--- src/rtl/ptx_pkg.sv ---
package ptx_pkg;

    typedef enum logic [1:0] {
        ST_IDLE = 2'd0,
        ST_HIT  = 2'd1,
        ST_MISS = 2'd2
    } dec_state_t;

    typedef enum logic [1:0] {
        SEL_PCI_BASE = 2'd0,
        SEL_LOC_BASE = 2'd1,
        SEL_SIZE_ATTR = 2'd2
    } reg_sel_t;

    localparam int ATTR_EN_BIT   = 0;
    localparam int ATTR_PREF_BIT = 1;
    localparam int SIZE_LSB      = 8;

    function automatic logic is_mem_cmd(input logic [3:0] cmd);
        return (cmd == 4'b0110) || (cmd == 4'b0111) || (cmd == 4'b1100) ||
               (cmd == 4'b1110) || (cmd == 4'b1111);
    endfunction

endpackage

--- src/rtl/ptx_regbank.sv ---
module ptx_regbank #(
    parameter int ADDR_W  = 32,
    parameter int NUM_WIN = 2,
    parameter int LG_W    = 6,
    parameter int WIN_W   = 2
) (
    input  logic              clk,
    input  logic              rst_n,
    input  logic              we,
    input  logic [WIN_W-1:0]  win,
    input  logic [1:0]        sel,
    input  logic [ADDR_W-1:0] wdata,
    output logic [ADDR_W-1:0] pci_base [NUM_WIN],
    output logic [ADDR_W-1:0] loc_base [NUM_WIN],
    output logic [LG_W-1:0]   size_lg  [NUM_WIN],
    output logic              enable   [NUM_WIN],
    output logic              pref     [NUM_WIN]
);
    import ptx_pkg::*;

    // Window w+1 lives in slot w; number 0 is reserved.
    for (genvar w = 0; w < NUM_WIN; w++) begin : g_win
        localparam logic [WIN_W-1:0] MY_NUM = WIN_W'(w + 1);
        logic hit_me;
        assign hit_me = we && (win == MY_NUM);

        always_ff @(posedge clk) begin
            if (!rst_n) begin
                pci_base[w] <= '0;
                loc_base[w] <= '0;
                size_lg[w]  <= '0;
                enable[w]   <= 1'b0;
                pref[w]     <= 1'b0;
            end else if (hit_me) begin
                unique case (reg_sel_t'(sel))
                    SEL_PCI_BASE:  pci_base[w] <= wdata;
                    SEL_LOC_BASE:  loc_base[w] <= wdata;
                    SEL_SIZE_ATTR: begin
                        size_lg[w] <= wdata[SIZE_LSB +: LG_W];
                        enable[w]  <= wdata[ATTR_EN_BIT];
                        pref[w]    <= wdata[ATTR_PREF_BIT];
                    end
                    default: ;
                endcase
            end
        end
    end

endmodule

--- src/rtl/ptx_window.sv ---
module ptx_window #(
    parameter int ADDR_W  = 32,
    parameter int LG_W    = 6,
    parameter int PAGE_LG = 12
) (
    input  logic [ADDR_W-1:0] pci_base,
    input  logic [ADDR_W-1:0] loc_base,
    input  logic [LG_W-1:0]   size_lg,
    input  logic              enable,
    input  logic [ADDR_W-1:0] addr,
    output logic              hit,
    output logic [ADDR_W-1:0] xaddr
);
    logic [ADDR_W-1:0] keep_mask;

    // Clamp the size into [PAGE_LG, ADDR_W], then mark the bits the window decodes.
    always_comb begin
        int lg_i;
        lg_i = int'(size_lg);
        if (lg_i < PAGE_LG) lg_i = PAGE_LG;
        if (lg_i > ADDR_W)  lg_i = ADDR_W;
        for (int i = 0; i < ADDR_W; i++) begin
            keep_mask[i] = (i >= lg_i);
        end
    end

    assign hit   = enable && (((addr ^ pci_base) & keep_mask) == '0);
    assign xaddr = (loc_base & keep_mask) | (addr & ~keep_mask);

endmodule

--- src/rtl/pci_tgt_xlate.sv ---
module pci_tgt_xlate #(
    parameter int ADDR_W  = 32,
    parameter int NUM_WIN = 2,
    parameter int PAGE_LG = 12,
    localparam int LG_W   = $clog2(ADDR_W + 1),
    localparam int WIN_W  = $clog2(NUM_WIN + 1)
) (
    input  logic              clk,
    input  logic              rst_n,
    input  logic              cfg_we,
    input  logic [WIN_W-1:0]  cfg_win,
    input  logic [1:0]        cfg_sel,
    input  logic [ADDR_W-1:0] cfg_wdata,
    input  logic              req_valid,
    input  logic [ADDR_W-1:0] req_addr,
    input  logic [3:0]        req_cmd,
    output logic              rsp_valid,
    output logic              rsp_hit,
    output logic [WIN_W-1:0]  rsp_win,
    output logic [ADDR_W-1:0] rsp_addr,
    output logic              rsp_pref
);
    import ptx_pkg::*;

    logic [ADDR_W-1:0] pci_base [NUM_WIN];
    logic [ADDR_W-1:0] loc_base [NUM_WIN];
    logic [LG_W-1:0]   size_lg  [NUM_WIN];
    logic              enable   [NUM_WIN];
    logic              pref     [NUM_WIN];
    logic              win_hit  [NUM_WIN];
    logic [ADDR_W-1:0] win_xa   [NUM_WIN];

    ptx_regbank #(
        .ADDR_W(ADDR_W), .NUM_WIN(NUM_WIN), .LG_W(LG_W), .WIN_W(WIN_W)
    ) u_regs (
        .clk(clk), .rst_n(rst_n), .we(cfg_we), .win(cfg_win), .sel(cfg_sel),
        .wdata(cfg_wdata), .pci_base(pci_base), .loc_base(loc_base),
        .size_lg(size_lg), .enable(enable), .pref(pref)
    );

    for (genvar w = 0; w < NUM_WIN; w++) begin : g_dec
        ptx_window #(
            .ADDR_W(ADDR_W), .LG_W(LG_W), .PAGE_LG(PAGE_LG)
        ) u_win (
            .pci_base(pci_base[w]), .loc_base(loc_base[w]), .size_lg(size_lg[w]),
            .enable(enable[w]), .addr(req_addr), .hit(win_hit[w]), .xaddr(win_xa[w])
        );
    end

    // Pick the lowest-numbered hitting window.
    logic              any_hit;
    logic [WIN_W-1:0]  pick_num;
    logic [ADDR_W-1:0] pick_addr;
    logic              pick_pref;

    always_comb begin
        any_hit   = 1'b0;
        pick_num  = '0;
        pick_addr = '0;
        pick_pref = 1'b0;
        for (int w = NUM_WIN - 1; w >= 0; w--) begin
            if (win_hit[w]) begin
                any_hit   = 1'b1;
                pick_num  = WIN_W'(w + 1);
                pick_addr = win_xa[w];
                pick_pref = pref[w];
            end
        end
    end

    dec_state_t state_q, state_d;
    logic [WIN_W-1:0]  win_q;
    logic [ADDR_W-1:0] addr_q;
    logic              pref_q;

    always_comb begin
        state_d = ST_IDLE;
        if (req_valid) begin
            state_d = (is_mem_cmd(req_cmd) && any_hit) ? ST_HIT : ST_MISS;
        end
    end

    always_ff @(posedge clk) begin
        if (!rst_n) begin
            state_q <= ST_IDLE;
        end else begin
            state_q <= state_d;
        end
    end

    always_ff @(posedge clk) begin
        if (!rst_n) begin
            win_q  <= '0;
            addr_q <= '0;
            pref_q <= 1'b0;
        end else begin
            win_q  <= pick_num;
            addr_q <= pick_addr;
            pref_q <= pick_pref;
        end
    end

    always_comb begin
        rsp_valid = 1'b0;
        rsp_hit   = 1'b0;
        rsp_win   = '0;
        rsp_addr  = '0;
        rsp_pref  = 1'b0;
        unique case (state_q)
            ST_IDLE: ;
            ST_MISS: rsp_valid = 1'b1;
            ST_HIT: begin
                rsp_valid = 1'b1;
                rsp_hit   = 1'b1;
                rsp_win   = win_q;
                rsp_addr  = addr_q;
                rsp_pref  = pref_q;
            end
            default: ;
        endcase
    end

endmodule

--- config.mk ---
export PLATFORM = sky130hd
export DESIGN_NAME = pci_tgt_xlate
export DESIGN_NICKNAME = d
export VERILOG_FILES = /design/src/rtl/ptx_pkg.sv /design/src/rtl/ptx_regbank.sv /design/src/rtl/ptx_window.sv /design/src/rtl/pci_tgt_xlate.sv
export SDC_FILE = /design/constraint.sdc
export NUM_CORES = 1
export LEC_CHECK = 0
export BUFFER_PORTS_ARGS = -buffer_cell sky130_fd_sc_hd__buf_2
export CORE_MARGIN = 4
export CORE_UTILIZATION = 30
export DETAILED_ROUTE_END_ITERATION = 10
export PLACE_DENSITY = 0.45
export SYNTH_ARGS = -nofsm -noshare
export SYNTH_HDL_FRONTEND = slang
export SYNTH_SLANG_ARGS = --single-unit
--- constraint.sdc ---
create_clock -name clk -period 4.5 [get_ports clk]
set_clock_uncertainty 0.15 [all_clocks]
set_input_delay 0.45 -clock clk [delete_from_list [all_inputs] [get_ports clk]]
set_output_delay 0.45 -clock clk [all_outputs]
set_load 0.05 [all_outputs]
==> results.sh <==
export IMPL_routed_via_count=5708
export IMPL_powerDensity_mw_per_mm2=365
export IMPL_tightest_slew_ps=1090
export IMPL_grt_pass1_vias=5650
export IMPL_p_leak_uw=0.00302
export IMPL_port_buffers=106
export IMPL_synth_fp_nets=872
export IMPL_antenna_found_initial=0
export IMPL_synth_top_family_by_area="simple AND/OR/NAND/NOR gates"
export IMPL_period_share=0.759
export IMPL_startpoint_type="flip-flop"
export IMPL_synth_most_common_cell="nand2_1"
export IMPL_setup_viol=0
export IMPL_synth_edff_count=0
export IMPL_routed_wl_mm=21.9
export IMPL_fin_setup_tns_ps=0
export IMPL_cts_tree="yes"
export IMPL_finalNonFillerCells=1159
export IMPL_area_growth_pct=20.5
export IMPL_firstDrtPassIters=5
export IMPL_cts_made_buffers=17
export IMPL_cts_hold_buffers=0
export IMPL_crit_required_ps=4680
export IMPL_die_height_um=156
export IMPL_p_int_uw=2190
export IMPL_drive_gt1_frac=0.225
export IMPL_min_period_ps=3410
export IMPL_gp_congestion=0.891
export IMPL_switchingPower_uw=682
export IMPL_swShare=0.238
export IMPL_start_util=0.308
export IMPL_cts_setup_buffers=0
export IMPL_cts_root_buf="clkbuf_16"
export IMPL_yosys_area_top_type_share=0.407
export IMPL_clk_pin_slew_ps=60
export IMPL_grt_start_max_net_pins=58
export IMPL_finalInstanceArea_mm2=0.00788
export IMPL_path_class="reg -> reg"
export IMPL_fin_util=0.371
export IMPL_ys_warn_count=0
export IMPL_die_area_mm2=0.0242
export IMPL_vias_per_cell=4.92
export IMPL_synth_compound_area_frac=0.187
export IMPL_ioPinCount=113
export IMPL_finalMaxSlewViolations=0
export IMPL_core_area_mm2=0.0212
export IMPL_dp_hpwl_mm=15.3
export IMPL_grt_usage=0.184
export IMPL_worstPathArrival_ps=3590
export IMPL_postSynthAreaPerCell_um2=8.22
export IMPL_relSlewSlack=0.272
export IMPL_synth_main_ff_cell="dfxtp_1"
export IMPL_synth_xor_area_share=0.0536
export IMPL_cts_htree_levels=4
export IMPL_synth_fa_ha_area_frac=0.00191
export IMPL_drtIter0Drc=366
export IMPL_ctsResizeCount=0
export IMPL_synthTopCellsByCount="188 x nand2_1, 133 x dfxtp_1, 89 x a21oi_1, 49 x nor2_1, 45 x clkbuf_1"
export IMPL_drc=0
export IMPL_synthTopCellsByArea="dfxtp_1 41%, nand2_1 11%, a21oi_1 6.8%"
export IMPL_muxShareOfSynthArea=0.0928
export IMPL_rsz0062_at_grt="no"
export IMPL_hold_slack_ps=86.1
export IMPL_syn_inst=795
export IMPL_hold_viol=0
export IMPL_yosys_area_share_simple=0.208
export IMPL_nNetsFinal=948
export IMPL_place_inst=1127
export IMPL_status="complete, no violations"
export IMPL_cp_max_fo=16
export IMPL_synth_area_mm2=0.00654
export IMPL_placed_area_mm2=0.00725
export IMPL_antenna_left=0
export IMPL_cts_sinks=133
export IMPL_fmax_ghz=0.293
export IMPL_yosysUniqueCellTypes=53
export IMPL_clock_power_share=0.520
export IMPL_diodes=0
export IMPL_hold_class="in -> reg"
export IMPL_cap_violations=0
export IMPL_synth_seq_cells=133
export IMPL_comb_power_share=0.063
export IMPL_synthArstFlopShare=0
export IMPL_wl_per_cell_um=18.9
export IMPL_yosysSeqAreaShare=0.407
export IMPL_power_frac_seq=0.418
export IMPL_die_w_um=156
export IMPL_ir_drop_mv=0.183
export IMPL_row_count=53
export IMPL_grt_pass1_wl_mm=34.0
export IMPL_globalRouteOverflowTotal=0
export IMPL_synth_top_area_cell="dfxtp_1"
export IMPL_cp_end_kind="flip-flop"
export IMPL_clk_path_buf_depth=2
export IMPL_insertion_delay_ps=420
[cells in the final DEF (no fill, tap or decap), types with 5 or more instances in the layout]
| master | n |
|---|---|
| o21ai_1 | 10 |
| mux2i_1 | 37 |
| clkbuf_16 | 17 |
| dfxtp_1 | 133 |
| mux2_2 | 21 |
| a21oi_1 | 89 |
| and2_1 | 36 |
| o32ai_2 | 15 |
| buf_2 | 106 |
| nand2_1 | 188 |
| a31oi_1 | 6 |
| buf_4 | 17 |
| nor2_1 | 49 |
| xor2_1 | 17 |
| o21ai_0 | 22 |
| a22oi_1 | 5 |
| xnor2_1 | 23 |
| or3_1 | 7 |
[path summary, 6_finish.rpt]
path,startpoint,endpoint,slack [ps],cells after the start
worst max-delay path,u_regs.size_lg[4]$_SDFFE_PN0P_,addr_q[12]$_SDFF_PN0_,1090,7
worst min-delay path,req_addr[11],addr_q[11]$_SDFF_PN0_,90,3
worst max register to register,u_regs.size_lg[4]$_SDFFE_PN0P_,addr_q[12]$_SDFF_PN0_,1090,7
worst min register to register,u_regs.loc_base[57]$_SDFFE_PN0P_,u_regs.loc_base[57]$_SDFFE_PN0P_,300,2
[state kept, by name, summed over array words and instances, names as in the netlist]
| signal | cells |
|---|---|
| u_regs.loc_base | 40 |
| u_regs.pci_base | 40 |
| win_q | 2 |
| u_regs.pref | 2 |
| u_regs.enable | 2 |
| u_regs.size_lg | 12 |
| state_q | 2 |
| addr_q | 32 |
| pref_q | 1 |
[final cells by class]
cell class / instances / area [um^2]
fill: 2300 / 13300
multi-input combinational: 591 / 3560
sequential: 133 / 2660
timing repair buffer: 123 / 658
clock buffer: 18 / 429
tap: 275 / 344
clock inverter: 14 / 200
inverter: 5 / 20.0
[critical path: stages (launching register included)]
cell       delay [ps]
dfxtp_1           750
nor2_1            280
o211a_1           200
a2111oi_0         540
and4_1            470
nand3_2           450
buf_4             360
o32ai_1           100
[per-layer routing]
layer,up-vias,share of wire,global-route usage
met4,0,0.021,0.0600
met3,28,0.048,0.0394
met2,152,0.43,0.272
met1,2664,0.50,0.268
met5,-,0,0
li1,2864,-,-
[logic make-up after synthesis]
family	Yosys count
AND/OR/NAND/NOR	311
multiplexers	58
buffers and inverters	71
XOR/XNOR	40
adder cells (fa/ha/maj)	1
flip-flops	133
AO/OA/AOI/OAI	181
[power groups by stage]
stage	Combinational (uW)	Clock [uW]	Sequential [uW]
CTS	182	1520	1200
finish	181	1490	1200
global route	198	1580	1200
detailed placement	182	0	1220
global placement	182	0	1220
floorplan	93.6	0	1220
[stage by stage]
stage                     worst slack [ps]  total power [uW]
after floorplan                       2190              1310
after global placement                1160              1410
after detailed placement              1170              1410
after CTS                             1160              2900
after global routing                  1030              2980
final                                 1090              2870
Power figures use the tool's default switching activity.
